File: src/rtl/ecc_nib_pkg.sv
package ecc_nib_pkg;

    localparam int DATA_W  = 32;
    localparam int CHK_W   = 8;
    localparam int CODE_W  = DATA_W + CHK_W;
    localparam int GRP_W   = 4;
    localparam int NUM_GRP = CODE_W / GRP_W;
    localparam int HALF_W  = CHK_W / 2;

    typedef logic [DATA_W-1:0] data_t;
    typedef logic [CODE_W-1:0] code_t;
    typedef logic [CHK_W-1:0]  syn_t;
    typedef logic [HALF_W-1:0] half_t;

    typedef enum logic [1:0] {
        RD_CLEAN = 2'd0,
        RD_FIXED = 2'd1,
        RD_FATAL = 2'd2
    } rd_class_e;

    typedef struct packed {
        data_t     data;
        rd_class_e kind;
    } rd_result_t;

    // Group identifier placed in the upper syndrome half. Group 0 uses zero
    // and group 1 uses a one-hot value, so both check groups solve trivially.
    // The data groups use non-zero, non-one-hot values.
    function automatic half_t group_tag(input int grp, input int pos);
        half_t t;
        case (grp)
            0:       t = '0;
            1:       t = half_t'(1 << pos);
            2:       t = 4'd3;
            3:       t = 4'd5;
            4:       t = 4'd6;
            5:       t = 4'd7;
            6:       t = 4'd9;
            7:       t = 4'd10;
            8:       t = 4'd11;
            default: t = 4'd12;
        endcase
        return t;
    endfunction

    // Column of the check matrix for codeword bit idx.
    function automatic syn_t column(input int idx);
        int grp;
        int pos;
        grp = idx / GRP_W;
        pos = idx % GRP_W;
        return {group_tag(grp, pos), half_t'(1 << pos)};
    endfunction

    function automatic syn_t syndrome_of(input code_t cw);
        syn_t s;
        s = '0;
        for (int i = 0; i < CODE_W; i++) begin
            if (cw[i]) s ^= column(i);
        end
        return s;
    endfunction

endpackage

File: src/rtl/ecc_nib_encoder.sv
module ecc_nib_encoder
    import ecc_nib_pkg::*;
(
    input  data_t data_i,
    output code_t code_o
);
    syn_t data_syn;

    always_comb begin
        data_syn = syndrome_of({data_i, {CHK_W{1'b0}}});
        // Upper check group cancels the upper half; lower group fixes the rest.
        code_o = {data_i,
                  data_syn[CHK_W-1:HALF_W],
                  data_syn[HALF_W-1:0] ^ data_syn[CHK_W-1:HALF_W]};
    end
endmodule

File: src/rtl/ecc_nib_syndrome.sv
module ecc_nib_syndrome
    import ecc_nib_pkg::*;
(
    input  code_t code_i,
    output syn_t  syn_o
);
    always_comb syn_o = syndrome_of(code_i);
endmodule

File: src/rtl/ecc_nib_corrector.sv
module ecc_nib_corrector
    import ecc_nib_pkg::*;
(
    input  code_t      code_i,
    input  syn_t       syn_i,
    output rd_result_t res_o
);
    code_t flip_mask;
    code_t fixed;

    for (genvar i = 0; i < CODE_W; i++) begin : g_col
        assign flip_mask[i] = (syn_i == column(i));
    end

    always_comb begin
        fixed      = code_i ^ flip_mask;
        res_o.data = fixed[CODE_W-1:CHK_W];
        if (syn_i == '0) begin
            res_o.kind = RD_CLEAN;
        end else if (|flip_mask) begin
            res_o.kind = RD_FIXED;
        end else begin
            res_o.kind = RD_FATAL;
            res_o.data = code_i[CODE_W-1:CHK_W];
        end
    end
endmodule

File: src/rtl/ecc_nibble_secded.sv
module ecc_nibble_secded
    import ecc_nib_pkg::*;
(
    input  logic        clk,
    input  logic        rst,
    input  logic        ecc_en,
    input  logic [31:0] wr_data,
    output logic [39:0] wr_code,
    input  logic [39:0] rd_code,
    output logic [31:0] rd_data,
    output logic        rd_corrected,
    output logic        rd_uncorrectable
);
    syn_t       rd_syn;
    rd_result_t chk_res;
    rd_result_t next_res;
    rd_result_t res_q;

    ecc_nib_encoder u_enc (
        .data_i (wr_data),
        .code_o (wr_code)
    );

    ecc_nib_syndrome u_syn (
        .code_i (rd_code),
        .syn_o  (rd_syn)
    );

    ecc_nib_corrector u_fix (
        .code_i (rd_code),
        .syn_i  (rd_syn),
        .res_o  (chk_res)
    );

    always_comb begin
        if (ecc_en) begin
            next_res = chk_res;
        end else begin
            next_res.data = rd_code[CODE_W-1:CHK_W];
            next_res.kind = RD_CLEAN;
        end
    end

    always_ff @(posedge clk) begin
        if (rst) begin
            res_q.data <= '0;
            res_q.kind <= RD_CLEAN;
        end else begin
            res_q <= next_res;
        end
    end

    assign rd_data          = res_q.data;
    assign rd_corrected     = (res_q.kind == RD_FIXED);
    assign rd_uncorrectable = (res_q.kind == RD_FATAL);
endmodule

File: config.mk
export PLATFORM = sky130hd
export DESIGN_NAME = ecc_nibble_secded
export DESIGN_NICKNAME = d
export VERILOG_FILES = /design/src/rtl/ecc_nib_pkg.sv /design/src/rtl/ecc_nib_encoder.sv /design/src/rtl/ecc_nib_syndrome.sv /design/src/rtl/ecc_nib_corrector.sv /design/src/rtl/ecc_nibble_secded.sv
export SDC_FILE = /design/constraint.sdc
export NUM_CORES = 1
export LEC_CHECK = 0
export ABC_AREA = 1
export BUFFER_PORTS_ARGS = -buffer_cell sky130_fd_sc_hd__buf_2
export CORE_UTILIZATION = 45
export DETAILED_ROUTE_END_ITERATION = 16
export GPL_ROUTABILITY_DRIVEN = 1
export PLACE_DENSITY_LB_ADDON = 0.15
export SYNTH_ARGS = -nofsm -noshare
export SYNTH_HDL_FRONTEND = slang
export SYNTH_SLANG_ARGS = --single-unit
export TNS_END_PERCENT = 5
File: constraint.sdc
create_clock -name clk -period 2.7 [get_ports clk]
set_input_delay 0.405 -clock clk [delete_from_list [all_inputs] [get_ports clk]]
set_output_delay 0.405 -clock clk [all_outputs]
set_load 0.02 [all_outputs]
==> results of run 1 <==
-- Yosys cell counts --
master,count
a21oi_1,13
a31oi_1,1
buf_2,6
buf_4,66
buf_6,1
clkbuf_1,9
clkbuf_2,1
clkinv_1,1
dfxtp_1,34
inv_1,70
inv_2,16
nand2_1,264
nand2_2,8
nand2_4,2
nand3_1,57
nand3_2,1
nand3b_1,7
nand4_1,10
nor2_1,79
nor2_2,6
nor2_4,7
nor3_1,4
nor3b_1,2
o21ai_0,13
or2_1,1
xnor2_1,72
xor2_1,62
-- worst min-delay path by stage --
stage / startpoint / end / depth (start not counted)
after floorplan: rst / rd_data[18]$_SDFF_PP0_ / 1
after global placement: rd_code[13] / rd_data[5]$_SDFF_PP0_ / 3
after detailed placement: rd_code[9] / rd_data[1]$_SDFF_PP0_ / 3
after CTS: rd_code[10] / rd_data[2]$_SDFF_PP0_ / 3
after global routing: rd_code[10] / rd_data[2]$_SDFF_PP0_ / 3
final: rd_code[29] / rd_data[21]$_SDFF_PP0_ / 3
-- area by class of cell --
cell class	instances	area, um2	share of cell area (%)
Clock buffer	6	82.6	1.56
Multi-Input combinational cell	609	3240	61.2
Tap cell	136	170	3.22
Timing Repair Buffer	153	778	14.7
Inverter	87	327	6.17
Clock inverter	2	12.5	0.237
Sequential cell	34	681	12.9
-- state kept, by name (all words and copies together) (netlist names) --
register and cells:
rd_data 32, res_q 2
-- stage by stage --
| step | utilization [%] | total power [W] | instance area [um2] | setup slack, ps | hold slack, ps |
|---|---|---|---|---|---|
| final | 51.0 | 0.00264 | 5290 | 163 | 485 |
| after global routing | 51.0 | 0.00282 | 5290 | 30.6 | 490 |
| after CTS | 51.0 | 0.00264 | 5290 | 153 | 484 |
| after detailed placement | 50.1 | 0.00225 | 5190 | 77.5 | 789 |
| after global placement | 50.1 | 0.00223 | 5190 | 75.8 | 771 |
| after floorplan | - | 0.00183 | 4820 | 277 | 481 |
-- kinds of logic after synthesis --
kind of cell           Yosys count
AO/OA/AOI/OAI                   27
buffers and inverters          170
flip-flops                      34
AND/OR/NAND/NOR                448
XOR/XNOR                       134
-- routing by layer --
| layer | vias up | GRT usage, % | share of wire, % |
|---|---|---|---|
| met1 | 2221 | 32.4 | 45 |
| li1 | 2554 | - | - |
| met4 | 0 | 7.14 | 2.1 |
| met5 | - | 0 | 0 |
| met3 | 17 | 1.98 | 5.6 |
| met2 | 165 | 42.7 | 48 |
-- cells in the final DEF, fill, tap and decap left out, drive strengths merged --
| cell | instances |
|---|---|
| nand2 | 274 |
| buf | 153 |
| nor2 | 92 |
| inv | 86 |
| xnor2 | 72 |
| xor2 | 62 |
| nand3 | 58 |
| dfxtp | 34 |
| o21ai | 13 |
| a21oi | 13 |
| nand4 | 10 |
| nand3b | 7 |
| clkbuf | 6 |
| nor3 | 4 |
| nor3b | 2 |
| clkinv | 2 |
| or2 | 1 |
| a31oi | 1 |
| clkinvlp | 1 |
-- power by group --
part	total [W]	internal, W	switching, W
Clock	0.000393	0.000205	0.000189
Sequential	0.000537	0.000531	0.00000661
Combinational	0.00171	0.000585	0.00112
==> reports/metrics.yaml, run 1 <==
status: "completed"
dieArea_um2: 11100
synth_area_leaders: "nand2_1 21%, dfxtp_1 14%, xnor2_1 13%, xor2_1 11%, buf_4 10%"
cts_root_buffer: "clkbuf_8"
ant_nets: 0
synth_nets: 888
max_freq_mhz: 394
cts_buffer_depth: 2
ir_drop_v: 0.000550
synthSimpleGateAreaFrac_pct: 40.0
crit_buf_inv: 2
relSlewSlack_pct: 59.5
yosysTopAreaCell: "nand2_1"
tns_ps: 0
crit_top_cell: "xor2_1"
crit_start: "wr_data[16]"
cts_tree: "done"
hold_buffers: 0
wl_per_cell_um: 13.5
synth-seq-cells: 34
drt-total-wl_um: 13800
p_leak_nw: 3.06
cp-end-kind: "output port"
drt-vias-per-instance: 4.83
drtPass1Iterations: 5
synth_top_family_by_area: "simple AND/OR/NAND/NOR gates"
finalNetCount: 965
numCtsBuffers: 5
cap_violations: 0
cts_resized: 0
start_kind: "primary input"
max_stage_delay_ps: 380
grt_pass1_wl_um: 21400
worstMarginPinSlew_ps: 607
antenna_cells: 0
period_minus_slack_ps: 2540
endpoint: "wr_code[3]"
synth_cells: 813
rows: 37
initial_core_util_pct: 46.5
yosys_warnings: 0
rsz0062_at_grt: "no"
grt_max_degree: 23
ios: 149
hold_path.class: "in2reg"
crit_chain: "buf_2, xor2_1, xnor2_1, xor2_1, xnor2_1, xor2_1, xor2_1, buf_2"
fillers: 1165
crit_required_ps: 2300
arrival_ps: 2130
drt-initial-drc-count: 301
ys_types: 27
grt_pass1_vias: 4378
slew_violations: 0
drive_above_1_share_pct: 22.6
path_max_fanout: 3
synth_top_area_share_pct: 20.6
antenna_found_initial: 0
avgSynthCellArea_um2: 5.93
synth_adder_area_share_pct: 0
die_x_um: 106
muxShareOfSynthArea_pct: 0
io_buffers: 148
ys_seq_area_share_pct: 14.1
syn_area_um2: 4820
gp_congestion: 0.940
power.density_nw_per_um2: 499
hold_viol: 0
remaining_drc_errors: 0
cp_top_family: "XOR/XNOR gates"
grt_usage_pct: 24.6
worst_path_max_delay_cell: "xnor2_1"
num_vias: 4957
cts_max_level: 2
synth_compound_area_share_pct: 2.83
cts_sinks: 34
die_h_um: 106
fin_crit_sh_pct: 94.0
synthToLayoutAreaGrowth_pct: 9.71
fp.coreArea_um2: 10400
critical_path_class: "in2out"
path_clk_slew_ps: 70
post_cts_buffers: 0
yosys.area_share.xor_xnor_pct: 24.3
setup_viol: 0
hpwlAfterDp_um: 11800
placed_cells: 1019
grt_overflow: 0
critical_path_depth: 8
fin_cells: 1027
(Power assumes the default switching activity.)
==> run 2, diff against run 1 <==
Settings changed: CELL_PAD_IN_SITES_DETAIL_PLACEMENT set to 1, CELL_PAD_IN_SITES_GLOBAL_PLACEMENT set to 1, CORE_UTILIZATION 45 to 35.
==> run 2 against run 1 <==
  * Setup slack improved by 110 ps
  * Core utilization down 10 points
  * Global-route usage decreased by 1.5 points
  * Highest routed layer unchanged
  * Die area increased by 28%
  * Via count rose by 3.1%
  * Critical path depth increased by 14
==> reports/metrics.yaml, run 2 (synthesis gave the netlist of run 1 again) <==
dieArea_um2: 14200
fin_crit_sh_pct: 90.1
hpwlAfterDp_um: 14000
antenna_cells: 0
power.density_nw_per_um2: 517
antenna_found_initial: 0
crit_required_ps: 2870
cap_violations: 0
ir_drop_v: 0.000536
hold_viol: 0
path_max_fanout: 12
remaining_drc_errors: 0
worstMarginPinSlew_ps: 729
grt_overflow: 0
io_buffers: 148
final_common_cell: "nand2_1"
cts_max_level: 2
drt-total-wl_um: 16100
fp.coreArea_um2: 13300
whs_ps: 455
rsz0062_at_grt: "no"
crit_start: "rd_code[35]"
drtPass1Iterations: 4
postPlaceCellArea_um2: 5280
die_x_um: 119
status: "completed"
hold_path.class: "in2reg"
numCtsBuffers: 5
ios: 149
cts_tree: "done"
cts_sinks: 34
grt_usage_pct: 23.1
grt_pass1_wl_um: 25700
finalNetCount: 970
die_h_um: 119
arrival_ps: 2600
start_kind: "primary input"
grt_max_degree: 23
drive_above_1_share_pct: 23.1
cp-end-kind: "flop"
tns_ps: 0
grt_pass1_vias: 5117
relSlewSlack_pct: 51.4
p_total_w: 0.00282
post-route-cell-area_um2: 5440
period_minus_slack_ps: 2430
max_freq_mhz: 411
initial_core_util_pct: 36.1
drt-vias-per-instance: 4.77
path_clk_slew_ps: 50
endpoint: "res_q[1]$_SDFF_PP0_"
setup_viol: 0
slew_violations: 0
drt-initial-drc-count: 208
num_vias: 5109
critical_path_class: "in2reg"
cts_root_buffer: "clkbuf_16"
largest_reg_flops: 32
cts_buffer_depth: 2
synthToLayoutAreaGrowth_pct: 12.8
final_util_pct: 40.8
rows: 42
final_cell_mix: "263 x nand2_1, 148 x buf_2, 79 x nor2_1, 72 x xnor2_1, 69 x inv_1"
ant_nets: 0
wl_per_cell_um: 15.0
p_leak_nw: 3.10
gp_congestion: 0.884
## run 2: cell count changes in the layout (fill, tap and decap cells not counted), sizes merged
cell,change
buf,+5
clkbuf,-1
clkinv,+1
inv,-1
## run 2: repair_timing
action | in CTS | in global routing
hold buffers | 0 | 0
buffers inserted | 0 | 2
setup endpoints to repair | 0 | 2
gates resized for setup | 0 | 3
## run 2: through the flow
step,instances,setup slack [ps]
finish,1071,268
global route,1071,39.6
CTS,1069,240
detailed placement,1062,-49.9
global placement,1062,6.97
floorplan,813,277
## run 2: routing by layer
metal | share of wire, % | vias up | track usage [%] | wire length, um
li1 | - | 2565 | - | -
met5 | 0 | - | 0 | 0
met2 | 51 | 145 | 43.1 | 8240
met3 | 4.6 | 26 | 1.20 | 733
met4 | 2.2 | 0 | 7.27 | 359
met1 | 42 | 2373 | 28.0 | 6770
## run 2: final cells by class
class	count	area (um2)
clock inverters	2	10.0
inverters	87	330
fillers	1918	7910
multi-input cells	609	3250
well taps	176	220
flip-flops and latches	34	681
repair buffers	158	828
clock buffers	5	125
## run 2: how the worst min path moves through the flow
stage | slack (ps) | to | depth (start not counted) | startpoint
2_1_floorplan | 480 | rd_data[18]$_SDFF_PP0_ | 1 | rst
3_3_place_gp | 760 | rd_data[1]$_SDFF_PP0_ | 3 | rd_code[9]
3_5_place_dp | 750 | rd_data[1]$_SDFF_PP0_ | 3 | rd_code[9]
4_1_cts | 460 | rd_data[1]$_SDFF_PP0_ | 3 | rd_code[9]
5_1_grt | 490 | rd_data[1]$_SDFF_PP0_ | 3 | rd_code[9]
6_report | 460 | rd_data[1]$_SDFF_PP0_ | 3 | rd_code[9]
## run 2: worst max-delay path: stages
cell and delay [ps]:
buf_2 170, clkinvlp_4 170, nand2_1 140, nand2_1 90, nand2_1 60, nand2_1 90, inv_1 60, nand2_1 60
nand2_1 60, nand2_1 50, nand2_1 110, inv_1 70, nand2_2 80, nand2_4 90, nor2_4 300, nand3_1 180
nand2_1 120, nor2_1 50, nand2_1 60, nor2_1 60, nand2_1 60, nor2_1 40
## run 2: report_power, final
group | switching, W | internal [W] | total (W)
clock network | 0.000193 | 0.000332 | 0.000525
registers | 0.00000759 | 0.000532 | 0.000540
logic | 0.00116 | 0.000594 | 0.00175
